### src/rtl/bwmon_pkg.sv
package bwmon_pkg;
  localparam int REG_W = 32;
  localparam logic [7:0] MON_TYPE = 8'h42;

  typedef enum logic [1:0] {
    REG_CTRL  = 2'd0,
    REG_FILT  = 2'd1,
    REG_COUNT = 2'd2,
    REG_CAPT  = 2'd3
  } reg_idx_e;

  typedef struct packed {
    logic       en;
    logic [2:0] capt_sel;
    logic       capt_rst;
    logic       ovf_sts;
    logic       ovf_irq_en;
    logic       ovf_frz;
    logic       match_grp;
    logic       match_part;
  } ctrl_t;

  function automatic logic [REG_W-1:0] ctrl_pack(input ctrl_t c);
    return {c.en, c.capt_sel, c.capt_rst, c.ovf_sts, c.ovf_irq_en, c.ovf_frz,
            6'd0, c.match_grp, c.match_part, 8'd0, MON_TYPE};
  endfunction

  function automatic ctrl_t ctrl_unpack(input logic [REG_W-1:0] w);
    ctrl_t c;
    c.en         = w[31];
    c.capt_sel   = w[30:28];
    c.capt_rst   = w[27];
    c.ovf_sts    = w[26];
    c.ovf_irq_en = w[25];
    c.ovf_frz    = w[24];
    c.match_grp  = w[17];
    c.match_part = w[16];
    return c;
  endfunction
endpackage

### src/rtl/bwmon_filter.sv
module bwmon_filter #(
  parameter bit SECURE = 1'b0,
  parameter int PART_W = 16,
  parameter int GRP_W  = 8
) (
  input  logic              txn_valid,
  input  logic              txn_secure,
  input  logic [PART_W-1:0] txn_part,
  input  logic [GRP_W-1:0]  txn_grp,
  input  logic [PART_W-1:0] flt_part,
  input  logic [GRP_W-1:0]  flt_grp,
  input  logic              match_part,
  input  logic              match_grp,
  output logic              hit
);
  logic part_ok, grp_ok;
  assign part_ok = !match_part || (txn_part == flt_part);
  assign grp_ok  = !match_grp  || (txn_grp == flt_grp);
  assign hit     = txn_valid && (txn_secure == SECURE) && part_ok && grp_ok;
endmodule

### src/rtl/bwmon_capt_sel.sv
module bwmon_capt_sel #(
  parameter bit         SECURE   = 1'b0,
  parameter int         N_EXT    = 6,
  parameter logic [5:0] EXT_IMPL = 6'h3F
) (
  input  logic [2:0]       sel,
  input  logic [N_EXT-1:0] ext_evt,
  input  logic             sw_strobe,
  input  logic             sw_secure,
  output logic             fire
);
  logic [7:0] code_hit;
  assign code_hit[0] = 1'b0;
  for (genvar gi = 1; gi <= 6; gi++) begin : g_code
    if (gi <= N_EXT && EXT_IMPL[gi-1]) begin : g_on
      assign code_hit[gi] = ext_evt[gi-1];
    end else begin : g_off
      assign code_hit[gi] = 1'b0;
    end
  end
  assign code_hit[7] = sw_strobe && (sw_secure == SECURE);
  assign fire = code_hit[sel];
endmodule

### src/rtl/bwmon_bank.sv
module bwmon_bank
  import bwmon_pkg::*;
#(
  parameter bit         SECURE   = 1'b0,
  parameter int         PART_W   = 16,
  parameter int         GRP_W    = 8,
  parameter int         BYTES_W  = 16,
  parameter int         N_EXT    = 6,
  parameter logic [5:0] EXT_IMPL = 6'h3F
) (
  input  logic               clk,
  input  logic               rst_n,
  input  logic               wr_en,
  input  logic [1:0]         wr_idx,
  input  logic [REG_W-1:0]   wdata,
  input  logic [1:0]         rd_idx,
  output logic [REG_W-1:0]   rdata,
  input  logic               txn_valid,
  input  logic               txn_secure,
  input  logic [PART_W-1:0]  txn_part,
  input  logic [GRP_W-1:0]   txn_grp,
  input  logic [BYTES_W-1:0] txn_bytes,
  input  logic [N_EXT-1:0]   ext_evt,
  input  logic               sw_capt,
  input  logic               sw_capt_secure,
  output logic               irq
);
  localparam int FILT_PAD = REG_W - PART_W - GRP_W;

  function automatic logic [REG_W:0] add_wide(input logic [REG_W-1:0] a,
                                              input logic [REG_W-1:0] b);
    return {1'b0, a} + {1'b0, b};
  endfunction

  ctrl_t             ctrl_q;
  logic [PART_W-1:0] flt_part_q;
  logic [GRP_W-1:0]  flt_grp_q;
  logic [REG_W-1:0]  cnt_q, capt_q;

  // named internal events
  logic             ctrl_wr, filt_wr, cnt_wr;
  logic             hit, sel_fire, capt_fire, frozen, counting, ovf_set;
  logic [REG_W-1:0] inc_amt;
  logic [REG_W:0]   sum;

  assign ctrl_wr = wr_en && (wr_idx == REG_CTRL);
  assign filt_wr = wr_en && (wr_idx == REG_FILT);
  assign cnt_wr  = wr_en && (wr_idx == REG_COUNT);

  bwmon_filter #(.SECURE(SECURE), .PART_W(PART_W), .GRP_W(GRP_W)) u_filter (
    .txn_valid(txn_valid), .txn_secure(txn_secure), .txn_part(txn_part),
    .txn_grp(txn_grp), .flt_part(flt_part_q), .flt_grp(flt_grp_q),
    .match_part(ctrl_q.match_part), .match_grp(ctrl_q.match_grp), .hit(hit)
  );

  bwmon_capt_sel #(.SECURE(SECURE), .N_EXT(N_EXT), .EXT_IMPL(EXT_IMPL)) u_capt (
    .sel(ctrl_q.capt_sel), .ext_evt(ext_evt), .sw_strobe(sw_capt),
    .sw_secure(sw_capt_secure), .fire(sel_fire)
  );

  assign frozen    = ctrl_q.ovf_frz && ctrl_q.ovf_sts;
  assign counting  = ctrl_q.en && hit && !frozen;
  assign inc_amt   = counting ? REG_W'(txn_bytes) : '0;
  assign sum       = add_wide(cnt_q, inc_amt);
  assign capt_fire = ctrl_q.en && sel_fire;
  assign ovf_set   = sum[REG_W] && !cnt_wr && !(capt_fire && ctrl_q.capt_rst);

  always_ff @(posedge clk or negedge rst_n) begin
    if (!rst_n) begin
      ctrl_q     <= '0;
      flt_part_q <= '0;
      flt_grp_q  <= '0;
      cnt_q      <= '0;
      capt_q     <= '0;
    end else begin
      if (ctrl_wr) ctrl_q <= ctrl_unpack(wdata);
      if (ovf_set) ctrl_q.ovf_sts <= 1'b1;
      if (filt_wr) begin
        flt_part_q <= wdata[PART_W-1:0];
        flt_grp_q  <= wdata[PART_W+GRP_W-1:PART_W];
      end
      if (capt_fire) capt_q <= cnt_q;
      if (cnt_wr)                             cnt_q <= wdata;
      else if (capt_fire && ctrl_q.capt_rst)  cnt_q <= inc_amt;
      else                                    cnt_q <= sum[REG_W-1:0];
    end
  end

  always_comb begin
    unique case (rd_idx)
      REG_CTRL:  rdata = ctrl_pack(ctrl_q);
      REG_FILT:  rdata = {{FILT_PAD{1'b0}}, flt_grp_q, flt_part_q};
      REG_COUNT: rdata = cnt_q;
      default:   rdata = capt_q;
    endcase
  end

  assign irq = ctrl_q.ovf_sts && ctrl_q.ovf_irq_en;

  p_disabled_hold_r1: assert property (@(posedge clk) disable iff (!rst_n)
    (!ctrl_q.en && !cnt_wr) |=> (cnt_q == $past(cnt_q) && capt_q == $past(capt_q)));
  p_no_capt_sel0_r4: assert property (@(posedge clk) disable iff (!rst_n)
    (ctrl_q.capt_sel == 3'd0) |-> !capt_fire);
  p_capt_pre_value_r5: assert property (@(posedge clk) disable iff (!rst_n)
    capt_fire |=> capt_q == $past(cnt_q));
  p_capt_reset_load_r5: assert property (@(posedge clk) disable iff (!rst_n)
    (capt_fire && ctrl_q.capt_rst && !cnt_wr) |=> cnt_q == $past(inc_amt));
  p_ovf_sets_r6: assert property (@(posedge clk) disable iff (!rst_n)
    ovf_set |=> ctrl_q.ovf_sts);
  p_sticky_ovf_r6: assert property (@(posedge clk) disable iff (!rst_n)
    (ctrl_q.ovf_sts && !ctrl_wr) |=> ctrl_q.ovf_sts);
  p_frozen_hold_r7: assert property (@(posedge clk) disable iff (!rst_n)
    (frozen && !cnt_wr && !(capt_fire && ctrl_q.capt_rst)) |=> cnt_q == $past(cnt_q));
  p_irq_raise_r8: assert property (@(posedge clk) disable iff (!rst_n)
    (ovf_set && ctrl_q.ovf_irq_en && !ctrl_wr) |=> irq);
  p_cnt_write_wins_r10: assert property (@(posedge clk) disable iff (!rst_n)
    cnt_wr |=> cnt_q == $past(wdata));
  p_capt_write_ignored_r11: assert property (@(posedge clk) disable iff (!rst_n)
    !capt_fire |=> capt_q == $past(capt_q));
endmodule

### src/rtl/bw_usage_monitor.sv
module bw_usage_monitor
  import bwmon_pkg::*;
#(
  parameter int         PART_W   = 16,
  parameter int         GRP_W    = 8,
  parameter int         BYTES_W  = 16,
  parameter int         N_EXT    = 6,
  parameter logic [5:0] EXT_IMPL = 6'h3F
) (
  input  logic               clk,
  input  logic               rst_n,
  input  logic               reg_wr,
  input  logic [2:0]         reg_addr,
  input  logic [REG_W-1:0]   reg_wdata,
  output logic [REG_W-1:0]   reg_rdata,
  input  logic               txn_valid,
  input  logic               txn_secure,
  input  logic [PART_W-1:0]  txn_part,
  input  logic [GRP_W-1:0]   txn_grp,
  input  logic [BYTES_W-1:0] txn_bytes,
  input  logic [N_EXT-1:0]   ext_capt,
  input  logic               sw_capt,
  input  logic               sw_capt_secure,
  output logic [1:0]         ovf_irq
);
  localparam int N_BANK = 2;

  logic [REG_W-1:0] bank_rdata [N_BANK];

  for (genvar gb = 0; gb < N_BANK; gb++) begin : g_bank
    bwmon_bank #(
      .SECURE(gb == 1), .PART_W(PART_W), .GRP_W(GRP_W), .BYTES_W(BYTES_W),
      .N_EXT(N_EXT), .EXT_IMPL(EXT_IMPL)
    ) u_bank (
      .clk(clk), .rst_n(rst_n),
      .wr_en(reg_wr && (reg_addr[2] == 1'(gb))),
      .wr_idx(reg_addr[1:0]), .wdata(reg_wdata),
      .rd_idx(reg_addr[1:0]), .rdata(bank_rdata[gb]),
      .txn_valid(txn_valid), .txn_secure(txn_secure), .txn_part(txn_part),
      .txn_grp(txn_grp), .txn_bytes(txn_bytes), .ext_evt(ext_capt),
      .sw_capt(sw_capt), .sw_capt_secure(sw_capt_secure), .irq(ovf_irq[gb])
    );
  end

  assign reg_rdata = bank_rdata[reg_addr[2]];

  p_ctrl_fixed_bits_r9: assert property (@(posedge clk) disable iff (!rst_n)
    (reg_addr[1:0] == 2'd0) |->
      (reg_rdata[23:18] == 6'd0 && reg_rdata[15:8] == 8'd0 && reg_rdata[7:0] == 8'h42));
endmodule

### config.mk
export PLATFORM = sky130hd
export DESIGN_NAME = bw_usage_monitor
export DESIGN_NICKNAME = d
export VERILOG_FILES = /design/src/rtl/bwmon_pkg.sv /design/src/rtl/bwmon_filter.sv /design/src/rtl/bwmon_capt_sel.sv /design/src/rtl/bwmon_bank.sv /design/src/rtl/bw_usage_monitor.sv
export SDC_FILE = /design/constraint.sdc
export NUM_CORES = 1
export LEC_CHECK = 0
export CORE_ASPECT_RATIO = 1.2
export CORE_MARGIN = 2
export CORE_UTILIZATION = 39
export DETAILED_ROUTE_END_ITERATION = 16
export GPL_TIMING_DRIVEN = 0
export PLACE_DENSITY = 0.7
export SLEW_MARGIN = 40
export SYNTH_ARGS = -nofsm -noshare
export SYNTH_HDL_FRONTEND = slang
export SYNTH_SLANG_ARGS = --single-unit
### constraint.sdc
create_clock -name clk -period 4.9 [get_ports clk]
set_input_delay 0.49 -clock clk [delete_from_list [all_inputs] [get_ports clk]]
set_output_delay 0.49 -clock clk [all_outputs]
set_load 0.01 [all_outputs]
==> summary.txt <==
Layout
  • Number of nets at the end of the flow: between 1500 and 2000
  • Area taken by flip-flops and latches: 4905 um2
  • Growth of design area from synthesis to finish: 19.62%
  • Share of layout cells above drive strength 1: 0.1815
  • Non-Filler Instances: ~1800
  • Number of antenna cells inserted: 0
  • Final-layout fill cell count: slightly below 3000
  • Area used by multi-input combinational logic: slightly above 7000 um2

Critical path
  • Delay-heaviest family, CP: simple AND/OR/NAND/NOR gates
  • Crit path largest cell delay: a little over 500 ps
  • Required time of the worst setup path: 5220 ps
  • Critical-path top delay cell: clkdlybuf4s50_1
  • Worst path arrival time: ~5000 ps
  • CP Class: in -> reg
  • Max Fanout on Critical Path: 10
  • CP Cell Sequence: clkdlybuf4s50_1 -> xor2_1 -> nor4_1 -> nand4_1 -> a221oi_4 -> clkbuf_2 -> and2_1 -> ha_1 -> fa_1 -> a21oi_1 -> o21ai_0 -> o21ai_0 -> or3_1 -> a211oi_4 -> or4_1 -> nand3_1
  • Most common cell on crit path: o21ai_0
  • Kind of capture point of the worst setup path: flip-flop
  • Count of buffering cells on the critical path with inverters included: 2
  • Crit path launch type: input port

STA
  • Worst slew margin: 0.4463
  • Setup-violating endpoint count in the final report: 0
  • Final critical-path required period: 4660 ps
  • Number of hold violations in the final report: 0
  • Clk_skew: around 19 ps
  • Final clock period utilization by the worst path: 0.9510
  • Final worst hold slack: roughly 450 ps
  • Setup repair after global routing missed its margin: false
  • Final worst-path setup slack: around 240 ps
  • Slew at the pin with the worst max-slew slack: 829.0 ps
  • Final count of pins violating max slew: 0
  • Maximum clock frequency: 214.6 MHz

Detailed routing
  • Wire per inst: 23.47 um
  • Number of iterations in the first detailed-routing pass: 6
  • Post-route ant nets: 0
  • Aggregate routed wire length: between 40000 and 50000 um
  • Vias after detailed routing: roughly 11000
  • Number of design rule violations left after detail routing: 0
  • Average via count per standard cell: 6.129
  • 1st-iter DRT viols: around 1100

Clock network
  • Root buffer selected by CTS: clkbuf_16
  • Largest buffer count on any clock path: 2
  • CTS tree: built
  • Number of clock sinks: slightly below 200
  • CTS H-tree lvls: 4
  • Worst-skew pair later-pin latency: between 400 and 500 ps
  • Clock slew at the register clock pins of the worst setup and hold paths: 80 ps
  • TritonCTS Buffers: 17

Yosys
  • Distinct cells, synth: 65
  • Sequential element share of the synthesized area: 0.3950
  • Most frequent cells after synthesis: 196 x dfrtp_1, 179 x mux2_2, 95 x nand2_1
  • Synth Flop Type: dfrtp_1
  • Async S/R FF share, synth: 1.000
  • Post-synthesis average cell area: around 10 um2
  • Fraction of synthesized cell area taken by the top area cell type: 0.3950
  • Post-synthesis register bit count: just under 200
  • Synth Warn #: 0
  • Number of enable-type register cells in the synthesized netlist: 0
  • Synthesized Nets: about 1400
  • Post-Syn Area: 12420 um2
  • Gate Count Post-Synth: between 1000 and 1500
  • Most frequently used cell type in the post-synthesis netlist: dfrtp_1
  • Largest cells by area after synthesis: dfrtp_1 40%, mux2_2 16%, ha_1 3.2%
  • Yosys top cell by area: dfrtp_1

Flow run
  • Max Cap Violations: 0

Power and ir drop
  • VDD IR max: about 210 uV
  • Power share of the combinational group: 0.387
  • Power Density: 443.8 nW/um2
  • Internal power consumption: about 4000 uW
  • Clock share of power: 0.211
  • Reported net switching power: 2482 uW
  • Total leakage power: 0.006089 uW
  • Switching power share of the total: 0.3765
  • Sequential fraction of design power: 0.402

Global routing
  • Global-route wire length before repair: approximately 65000 um
  • Global Route Usage Sum: 0.2549
  • Number of global-route vias before repair: 11250
  • Remaining Overflow, GRT: 0
  • Largest net degree at the start of global routing: between 70 and 80
  • Antenna violations before repair: 0

Floorplanning
  • Die footprint: roughly 33000 um2
  • DIE WIDTH: approximately 170 um
  • Initial Util: 0.3959
  • Core area: around 31000 um2
  • Standard-cell row count: between 70 and 80
  • Die Span Y: 199.5 um
  • I/O Pins: around 120

Placement
  • Cells after DPL: between 1500 and 2000
  • DP Worst Slack: -799.0 ps
  • Routability congestion estimate: about 1
  • Post-DP HPWL: 32760 um
  • Count of buffers inserted at the top-level ports: 120

Min path
  • Classification of the worst-slack hold path: in -> async

Status
  • Result of the run: finished, final reports clean
## cell usage in the layout (no fill, tap or decap), types with 5 or more instances in the layout
master / count
nor3_1: 12
a22oi_1: 34
inv_1: 20
dfrtp_1: 196
and4_1: 6
ha_1: 32
nor2b_1: 6
inv_6: 5
o21ai_0: 69
buf_1: 7
a31oi_1: 19
or3_1: 6
buf_2: 16
o211ai_1: 20
clkbuf_1: 46
clkbuf_16: 17
or4_1: 7
nor4_1: 12
a21oi_1: 78
mux2i_1: 11
a211oi_1: 10
xnor2_1: 44
clkdlybuf4s50_1: 119
nor2_1: 51
o21a_1: 6
a21o_1: 16
xor2_1: 41
nand3_1: 38
nand2_1: 95
and3_1: 14
a221oi_1: 29
nand4_1: 23
and2_1: 39
mux2_2: 179
## stage by stage
stage / total power [uW] / utilization / TNS, ps / cell area [um2]
detailed placement: 5155 / 0.4532 / -13040 / 14210
finish: 6592 / 0.4736 / 0 / 14850
global placement: 5073 / 0.4502 / -1017120 / 14120
global route: 6960 / 0.4736 / 0 / 14850
floorplan: 4269 / - / 0 / 12420
CTS: 6559 / 0.4723 / 0 / 14810
## layer usage
metal	GRT usage	up-vias	share of wire
met1	0.3394	5465	0.42
met4	0.1073	0	0.041
li1	-	4933	-
met3	0.03823	94	0.075
met5	0	-	0
met2	0.4161	577	0.46
## layout make-up
class	instances	share of cell area
tap	401	0.03378
clock inverter	15	0.009183
clock buffer	17	0.02864
buffer	76	0.02249
inverter	20	0.005055
sequential	196	0.3302
timing repair buffer	125	0.08795
multi-input combinational	956	0.4826
## power groups by stage
stage	Combinational, uW	Sequential, uW	Clock, uW
after floorplan	1770	2490	0
after global placement	2440	2630	0
after detailed placement	2490	2660	0
after CTS	2520	2630	1400
after global routing	2770	2720	1470
final	2550	2650	1390
## final timing paths
kind                                                  from                     endpoint  slack, ps  cells after the start
setup / recovery                              txn_part[15]   g_bank[1].u_bank.cnt_q[28]        240                     16
hold / removal                                       rst_n  g_bank[0].u_bank.capt_q[25]        450                      2
setup reg to reg           g_bank[1].u_bank.flt_part_q[15]   g_bank[1].u_bank.cnt_q[28]        400                     15
hold reg to reg                g_bank[0].u_bank.capt_q[18]  g_bank[0].u_bank.capt_q[18]        500                      1
max in group asynchronous                            rst_n    g_bank[1].u_bank.cnt_q[9]       3550                      4
min in group clk               g_bank[0].u_bank.capt_q[18]  g_bank[0].u_bank.capt_q[18]        500                      1
## flip-flops by register name, indices dropped and copies added, names as in the netlist
signal and cells:
g_bank.u_bank.capt_q 64, g_bank.u_bank.cnt_q 64, g_bank.u_bank.flt_part_q 32, g_bank.u_bank.ctrl_q 20, g_bank.u_bank.flt_grp_q 16
## cells by family (layout without fill, tap and decap cells)
| group | Yosys count | after routing | synth area share |
|---|---|---|---|
| compound gates | 319 | 319 | 0.1683 |
| flops | 196 | 196 | 0.3950 |
| fa+ha+maj | 34 | 34 | 0.03547 |
| mux | 193 | 193 | 0.1761 |
| simple gates | 325 | 325 | 0.1325 |
| buf+inv | 96 | 253 | 0.03265 |
| xor+xnor | 85 | 85 | 0.05996 |
## what timing repair did
action,in CTS,in global routing
setup endpoints to repair,8,24
pin swaps,1,1
gates resized for setup,3,9
hold endpoints to repair,12,0
hold buffers,1,0
setup buffers,1,0
Power figures use the tool's default switching activity.
